$ cat config.mk
export PLATFORM = sky130hd
export DESIGN_NAME = byte_access_unit
export DESIGN_NICKNAME = d
export VERILOG_FILES = /design/src/rtl/bau_pkg.sv /design/src/rtl/bau_addr_gen.sv /design/src/rtl/bau_lane.sv /design/src/rtl/bau_ctrl.sv /design/src/rtl/byte_access_unit.sv
export SDC_FILE = /design/constraint.sdc
export NUM_CORES = 1
export LEC_CHECK = 0
export BUFFER_PORTS_ARGS = -buffer_cell sky130_fd_sc_hd__buf_2
export CAP_MARGIN = 25
export CORE_MARGIN = 1.5
export CORE_UTILIZATION = 55
export CTS_CLUSTER_DIAMETER = 60
export CTS_CLUSTER_SIZE = 25
export DETAILED_ROUTE_END_ITERATION = 6
export GPL_ROUTABILITY_DRIVEN = 0
export PLACE_DENSITY = 0.95
export RECOVER_POWER = 50
export SYNTH_ARGS = -nofsm -noshare
export SYNTH_HDL_FRONTEND = slang
export SYNTH_SLANG_ARGS = --single-unit
$ cat constraint.sdc
create_clock -name clk -period 4.4 [get_ports clk]
set_input_delay 0.44 -clock clk [delete_from_list [all_inputs] [get_ports clk]]
set_output_delay 0.44 -clock clk [all_outputs]
set_load 0.01 [all_outputs]
$ cat src/rtl/bau_pkg.sv
package bau_pkg;
  localparam int WORD_W = 16;
  localparam int BYTE_W = WORD_W / 2;

  typedef enum logic [2:0] {
    ST_IDLE = 3'd0,
    ST_READ = 3'd1,
    ST_DATA = 3'd2,
    ST_GAP  = 3'd3,
    ST_WRITE = 3'd4
  } bau_state_t;

  // Word address reached by a signed byte index from a base word address.
  function automatic logic [WORD_W-1:0] word_of(input logic [WORD_W-1:0] base,
                                                 input logic [WORD_W-1:0] idx);
    logic signed [WORD_W-1:0] half;
    half = $signed(idx) >>> 1;
    return base + WORD_W'(half);
  endfunction

  // Pull one lane out of a word: odd lane = low half, even lane = high half.
  function automatic logic [BYTE_W-1:0] lane_get(input logic [WORD_W-1:0] w,
                                                 input logic odd);
    return odd ? w[BYTE_W-1:0] : w[WORD_W-1:BYTE_W];
  endfunction

  // Replace one lane of a word, keeping the other.
  function automatic logic [WORD_W-1:0] lane_put(input logic [WORD_W-1:0] w,
                                                 input logic odd,
                                                 input logic [BYTE_W-1:0] b);
    return odd ? {w[WORD_W-1:BYTE_W], b} : {b, w[BYTE_W-1:0]};
  endfunction
endpackage

$ cat src/rtl/bau_addr_gen.sv
module bau_addr_gen
  import bau_pkg::*;
(
  input  logic [WORD_W-1:0] opnd_a,
  input  logic [WORD_W-1:0] opnd_b,
  input  logic              swap_ops,
  output logic [WORD_W-1:0] word_addr,
  output logic              lane_odd
);
  logic [WORD_W-1:0] base_sel;
  logic [WORD_W-1:0] index_sel;

  assign base_sel  = swap_ops ? opnd_b : opnd_a;
  assign index_sel = swap_ops ? opnd_a : opnd_b;
  assign word_addr = word_of(base_sel, index_sel);
  assign lane_odd  = index_sel[0];


  always_comb begin
    addr_step_chk: assert (($signed(word_addr - base_sel) == ($signed(index_sel) >>> 1)));
  end
endmodule

$ cat src/rtl/bau_lane.sv
module bau_lane
  import bau_pkg::*;
(
  input  logic [WORD_W-1:0] word_in,
  input  logic              lane_odd,
  input  logic [BYTE_W-1:0] byte_in,
  output logic [WORD_W-1:0] byte_zext,
  output logic [WORD_W-1:0] word_merged
);
  assign byte_zext   = {{(WORD_W-BYTE_W){1'b0}}, lane_get(word_in, lane_odd)};
  assign word_merged = lane_put(word_in, lane_odd, byte_in);


  always_comb begin
    keep_other_chk: assert (lane_get(word_merged, ~lane_odd) == lane_get(word_in, ~lane_odd));
  end
endmodule

$ cat src/rtl/bau_ctrl.sv
module bau_ctrl
  import bau_pkg::*;
(
  input  logic clk,
  input  logic rst_n,
  input  logic start,
  input  logic op_store,
  output logic accept,
  output logic capture_merge,
  output logic load_done,
  output logic busy,
  output logic done,
  output logic mem_re,
  output logic mem_we
);
  bau_state_t state_q, state_d;
  logic       store_q;

  assign accept = (state_q == ST_IDLE) && start;

  always_comb begin
    state_d = state_q;
    unique case (state_q)
      ST_IDLE:  if (start) state_d = ST_READ;
      ST_READ:  state_d = ST_DATA;
      ST_DATA:  state_d = store_q ? ST_GAP : ST_IDLE;
      ST_GAP:   state_d = ST_WRITE;
      ST_WRITE: state_d = ST_IDLE;
      default:  state_d = ST_IDLE;
    endcase
  end

  always_ff @(posedge clk) begin
    if (!rst_n) begin
      state_q <= ST_IDLE;
      store_q <= 1'b0;
    end else begin
      state_q <= state_d;
      if (accept) store_q <= op_store;
    end
  end

  assign busy          = (state_q != ST_IDLE);
  assign mem_re        = (state_q == ST_READ);
  assign mem_we        = (state_q == ST_WRITE);
  assign load_done     = (state_q == ST_DATA) && !store_q;
  assign capture_merge = (state_q == ST_DATA) && store_q;
  assign done          = load_done || mem_we;


  one_port_chk: assert property (@(posedge clk) disable iff (!rst_n) !(mem_re && mem_we));

  gap_before_write_chk: assert property (@(posedge clk) disable iff (!rst_n)
    mem_we |-> (!$past(mem_re) && !$past(mem_we) && $past(mem_re, 3)));

  load_latency_chk: assert property (@(posedge clk) disable iff (!rst_n)
    load_done |-> $past(mem_re));

  done_pulse_chk: assert property (@(posedge clk) disable iff (!rst_n) done |=> !done);

  no_back_to_back_chk: assert property (@(posedge clk) disable iff (!rst_n) mem_re |=> !mem_re);
endmodule

$ cat src/rtl/byte_access_unit.sv
module byte_access_unit
  import bau_pkg::*;
(
  input  logic              clk,
  input  logic              rst_n,
  input  logic              start,
  input  logic              op_store,
  input  logic              swap_ops,
  input  logic [WORD_W-1:0] opnd_a,
  input  logic [WORD_W-1:0] opnd_b,
  input  logic [BYTE_W-1:0] wr_byte,
  output logic              busy,
  output logic              done,
  output logic [WORD_W-1:0] load_data,
  output logic [WORD_W-1:0] mem_addr,
  output logic              mem_re,
  output logic              mem_we,
  output logic [WORD_W-1:0] mem_wdata,
  input  logic [WORD_W-1:0] mem_rdata
);
  logic              accept, capture_merge, load_done;
  logic [WORD_W-1:0] addr_calc;
  logic              odd_calc;
  logic [WORD_W-1:0] addr_q;
  logic              odd_q;
  logic [BYTE_W-1:0] byte_q;
  logic [WORD_W-1:0] merged_q;
  logic [WORD_W-1:0] byte_zext, word_merged;

  bau_addr_gen u_addr (
    .opnd_a   (opnd_a),
    .opnd_b   (opnd_b),
    .swap_ops (swap_ops),
    .word_addr(addr_calc),
    .lane_odd (odd_calc)
  );

  bau_lane u_lane (
    .word_in    (mem_rdata),
    .lane_odd   (odd_q),
    .byte_in    (byte_q),
    .byte_zext  (byte_zext),
    .word_merged(word_merged)
  );

  bau_ctrl u_ctrl (
    .clk          (clk),
    .rst_n        (rst_n),
    .start        (start),
    .op_store     (op_store),
    .accept       (accept),
    .capture_merge(capture_merge),
    .load_done    (load_done),
    .busy         (busy),
    .done         (done),
    .mem_re       (mem_re),
    .mem_we       (mem_we)
  );

  always_ff @(posedge clk) begin
    if (!rst_n) begin
      addr_q   <= '0;
      odd_q    <= 1'b0;
      byte_q   <= '0;
      merged_q <= '0;
    end else begin
      if (accept) begin
        addr_q <= addr_calc;
        odd_q  <= odd_calc;
        byte_q <= wr_byte;
      end
      if (capture_merge) merged_q <= word_merged;
    end
  end

  assign mem_addr  = addr_q;
  assign mem_wdata = merged_q;
  assign load_data = load_done ? byte_zext : '0;


  zext_chk: assert property (@(posedge clk) disable iff (!rst_n)
    load_done |-> (load_data[WORD_W-1:BYTE_W] == '0));

  addr_hold_chk: assert property (@(posedge clk) disable iff (!rst_n)
    (busy && $past(busy)) |-> $stable(mem_addr));
endmodule

======== Word-level counts from Yosys, hierarchy flattened ========
Cells that the tools add are included.
storage, ports and cells
  bits of input ports ..................... 61
  register bits ........................... 45
  output and inout bits ................... 52
cells by class
  reductions and logical operators ........ 7
  equality and inequality tests ........... 5
  multiplexer cells ....................... 8
  add/sub/neg operators ................... 1
operator list
  operator            number
  $mux 16             3
  $add 16x16->16      1
  $mux 8              2
  $pmux 3 s4          1
  $eq 3x2->1 const B  2
  $eq 3x1->1 const B  1
  $eq 3x3->1 const B  1
  $logic_and 1x1->1   3
  $logic_not 3->1     1
  $mux 3              1
  $reduce_bool 3->1   1
  $mux 2              1
  $ne 2x2->1 const B  1
  $logic_not 1->1     1
  $logic_or 1x1->1    1

======== Longest topological paths before layout ========
  depth after elaboration ................. 3
  mapped depth ............................ 11
  gate-level depth less buffers ........... 10

======== Hierarchy ========
A second synthesis with hierarchy kept.
second synthesis, totals
  cell total of the unflattened synthesis .. 367
  area, all modules ....................... 3666.0 sq um
modules (own cells, without submodules)
  module            seq. area each (sq um)  instances  cells each  area an instance (sq um)
  byte_access_unit  820.8                   1          149         1689.1
  bau_addr_gen      0.0                     1          154         1253.7
  bau_lane          0.0                     1          36          460.4
  bau_ctrl          80.1                    1          28          262.8

======== Worst setup path after synthesis ========
Ideal clock, no wire load.
  path type ............................... in2reg
  start point ............................. input port swap_ops
  end point ............................... register addr_q[12] (netlist: mem_addr[12])
  setup slack ............................. 1.541 ns
  data required time ...................... 4.338 ns
  arrival ................................. 2.797 ns
  path buffers ............................ 1
  cell stages on the path ................. 11
  cell sequence ........................... buf_1 > mux2_2 > ha_1 > inv_1 > fa_1 > and2b_1 > o211ai_2 > a32oi_2 > a221oi_1 > or4b_1 > nand3_1
on the way
  word-level cells in the longest chain between the ends .. 2
ends and longest elaborated chain
  element                            line                                    text
  start, declared                    byte_access_unit.sv:8                   input logic swap_ops,
  $mux 16, on equally long branches  bau_addr_gen.sv:13, bau_addr_gen.sv:14
  $add 16x16->16 (*)                 bau_pkg.sv:18                           return base + WORD_W'(half);
  end signal, assigned               byte_access_unit.sv:68                  addr_q <= addr_calc;
  end, declared                      byte_access_unit.sv:24                  logic [WORD_W-1:0] addr_q;
Every way passes the cells marked *; elsewhere a longest branch is shown, timed or not.
A chain may end at the register's enable or synchronous reset.

======== Final worst setup path ========
Ends and elaborated chain as after synthesis.

==> metrics.md <==
| Metric | Value |
|---|---|
| Status | `finished, violations left` |
| Vias in the first global route | `just over 3k` |
| Clock-pin slew of the registers on the worst-case setup and hold paths | `90 ps` |
| Gate Count Post-Synth | `374` |
| Reg area | `~900 sq um` |
| Cts hold-fix bufs | `0` |
| Hold WC Path Type | `input pin to flop` |
| Vias per std cell | `5.811` |
| Most common cell in the netlist | `nand2_1` |
| Crit-path leading delay family | `simple AND/OR/NAND/NOR gates` |
| Worst Path Required | `between 4000 and 5000 ps` |
| Period utilization | `0.6906` |
| CTS root buf | `clkbuf_8` |
| Max IR drop VDD | `279.2 uV` |
| P_leak | `1.864 nW` |
| DP HPWL | `6065 um` |
| Cts bufs inserted | `5` |
| Final Net Count | `538` |
| Ant diodes | `0` |
| Detail Route Antenna Nets | `0` |
| # resized after CTS | `0` |
| WP buf/inv | `2` |
| Drt drc | `0` |
| CP startpoint kind | `input pin` |
| Max-Cap Viols | `1` |
| Area delta synth->final | `17.33%` |
| Post-CTS setup buffers | `0` |
| Worst-case clock buffer depth | `2` |
| # rows | `27` |
| Max incr delay on CP | `roughly 520 ps` |
| Crit path cell chain | `buf_2, mux2_2, ha_1, inv_1, fa_1, and2b_1, o211ai_2, a32oi_2, a221oi_1, or4b_1, nand3_1` |
| # clock sinks | `45` |
| Top_reg_cell synth | `dfxtp_1` |
| Syn Std Cell Area | `3199 sq um` |
| Pin count of the biggest net entering global routing | `55` |
| FFs w/ async S/R, synth | `0` |
| Failing checks | `max-capacitance violations, max-slew violations` |
| Tmin final | `between 3000 and 4000 ps` |
| Synth top area cells | `dfxtp_1, mux2_2, mux2i_1` |
| Slew @ Worst Pin | `2033 ps` |
| Setup violators final | `0` |
| Number of buffers added on ports | `104` |
| Area of the die | `roughly 6300 sq um` |
| Seq/Total Area, Yosys | `0.2816` |
| DR WL/cell | `~15 um` |
| Die width | `a little under 80 um` |
| Initial Util | `0.5740` |
| H-tree depth | `2` |
| Unrepaired setup endpoints after global routing | `false` |
| Final hold violations | `0` |
| CP endpoint kind | `flop` |
| Netlist cell types | `52` |
| Global-route wire length before repair | `12750 um` |
| I/O pin count | `113` |
| Number of flops mapped to enable cells by yosys | `0` |
| Max Fclk | `329.1 MHz` |
| Share of cells above drive strength 1 | `0.2468` |
| FILL cells | `slightly below 500` |
| Max-slew violation count | `55` |
| Congestion Overflow GR | `0` |
| DR iter-0 viols | `between 100 and 150` |
| Post-synth top area share | `0.2816` |
| Synth Area per Inst | `8.554 sq um` |
| Final core utilization | `0.6734` |
| Worst-skew pair later-pin latency | `around 300 ps` |
| DR pass1 iterations | `4` |
| CTS tree | `built` |
| CP Max Fanout | `31` |
| Synth cell count leaders | `nand2_1, dfxtp_1, mux2i_1` |
| Placeable Area | `5574 sq um` |
| GRT Total Usage | `0.2484` |
| Worst Path Arrival | `3260 ps` |
| Antenna violations before repair | `0` |
| Die height | `between 70 and 80 um` |
| Cell taking the most area after synthesis | `dfxtp_1` |
| Worst rel slew slack | `-0.3556` |
| PD cells | `288.3 nW/um^2` |
| Crit Path Class | `input pin to flop` |
| Clk_skew | `14.75 ps` |
| Number of synthesized register bits | `45` |
| Via count | `about 3.1k` |
| Detailed Route WL | `7845 um` |
| Syn. warnings | `0` |
| Fin Setup TNS | `0 ps` |
| Multi-input logic area | `between 2000 and 2500 sq um` |
| Slowest stage cell, crit path | `or4b_1` |
worst paths after layout:
kind	slack (ps)	depth (start not counted)	end	startpoint
setup / recovery	1360	11	mem_addr[12]	swap_ops
hold / removal	390	3	u_ctrl.store_q	op_store
setup reg to reg	2170	5	mem_addr[14]	u_ctrl.state_q[2]
hold reg to reg	490	2	mem_addr[6]	mem_addr[6]
flip-flops by register name, indices dropped and copies added, names as in the netlist:
name            count
mem_addr           16
mem_wdata          16
byte_q              8
u_ctrl.state_q      3
odd_q               1
u_ctrl.store_q      1
worst register-to-register path, delay by kind of cell, from the launching register on:
family             cells  cell delay, ps
DFF                    1             370
muxes                  1             240
and+or+nand+nor        2            1200
AOI/OAI and AO/OA      2             350
per-layer routing:
metal | share of wire | GRT usage
met1 | 0.42 | 0.2808
met2 | 0.50 | 0.4436
met3 | 0.045 | 0.04253
met4 | 0.035 | 0.1298
met5 | 0 | 0
final cells by class:
cell class / instances / area share
inverter: 6 / 0.006000
tap: 72 / 0.02400
clock inverter: 3 / 0.006667
sequential: 45 / 0.2400
clock buffer: 5 / 0.01833
multi-input combinational: 296 / 0.5713
timing repair buffer: 107 / 0.1337
through the flow:
stage          cell area, sq um  setup WS [ps]  std cells  power, mW  hold WS [ps]
2_1_floorplan              3226           1541        381     0.7258         451.2
3_3_place_gp               3701           1264        526     0.8128         451.8
3_5_place_dp               3701           1110        526     0.8299         475.0
4_1_cts                    3795           1398        534      1.088         384.8
5_1_grt                    3754           1156        534      1.143         396.6
6_report                   3754           1361        534      1.082         389.8
report_power, final:
part           internal, mW  total (mW)  switching [mW]
clock                 0.115       0.262           0.148
combinational         0.161       0.366           0.205
sequential            0.435       0.454          0.0191
total                 0.711        1.08           0.371
layout by cell type, fill, tap and decap left out, types with 5 or more instances in the layout:
master and n:
mux2i_1 29, conb_1 8, mux2_2 28, inv_1 6, dfxtp_1 45, clkbuf_8 5
o21ai_0 11, a21o_1 6, nor2_1 22, nor3_1 5, o211a_1 20, ha_1 15
nand2_1 58, clkbuf_1 33, buf_2 71, a21oi_1 11, nand3_1 9, a21boi_0 11
kinds of logic (layout without fill, tap and decap cells):
logic type,Yosys count,in the layout,synth area share
simple gates,120,120,0.1732
compound gates,87,87,0.2092
mux,58,58,0.1928
flops,45,45,0.2816
buf+inv,40,121,0.05788
fa+ha+maj,16,16,0.06492
xor+xnor,7,7,0.01916
other cells,1,8,0.001172
Note: power is estimated with default switching activity, not from simulation.
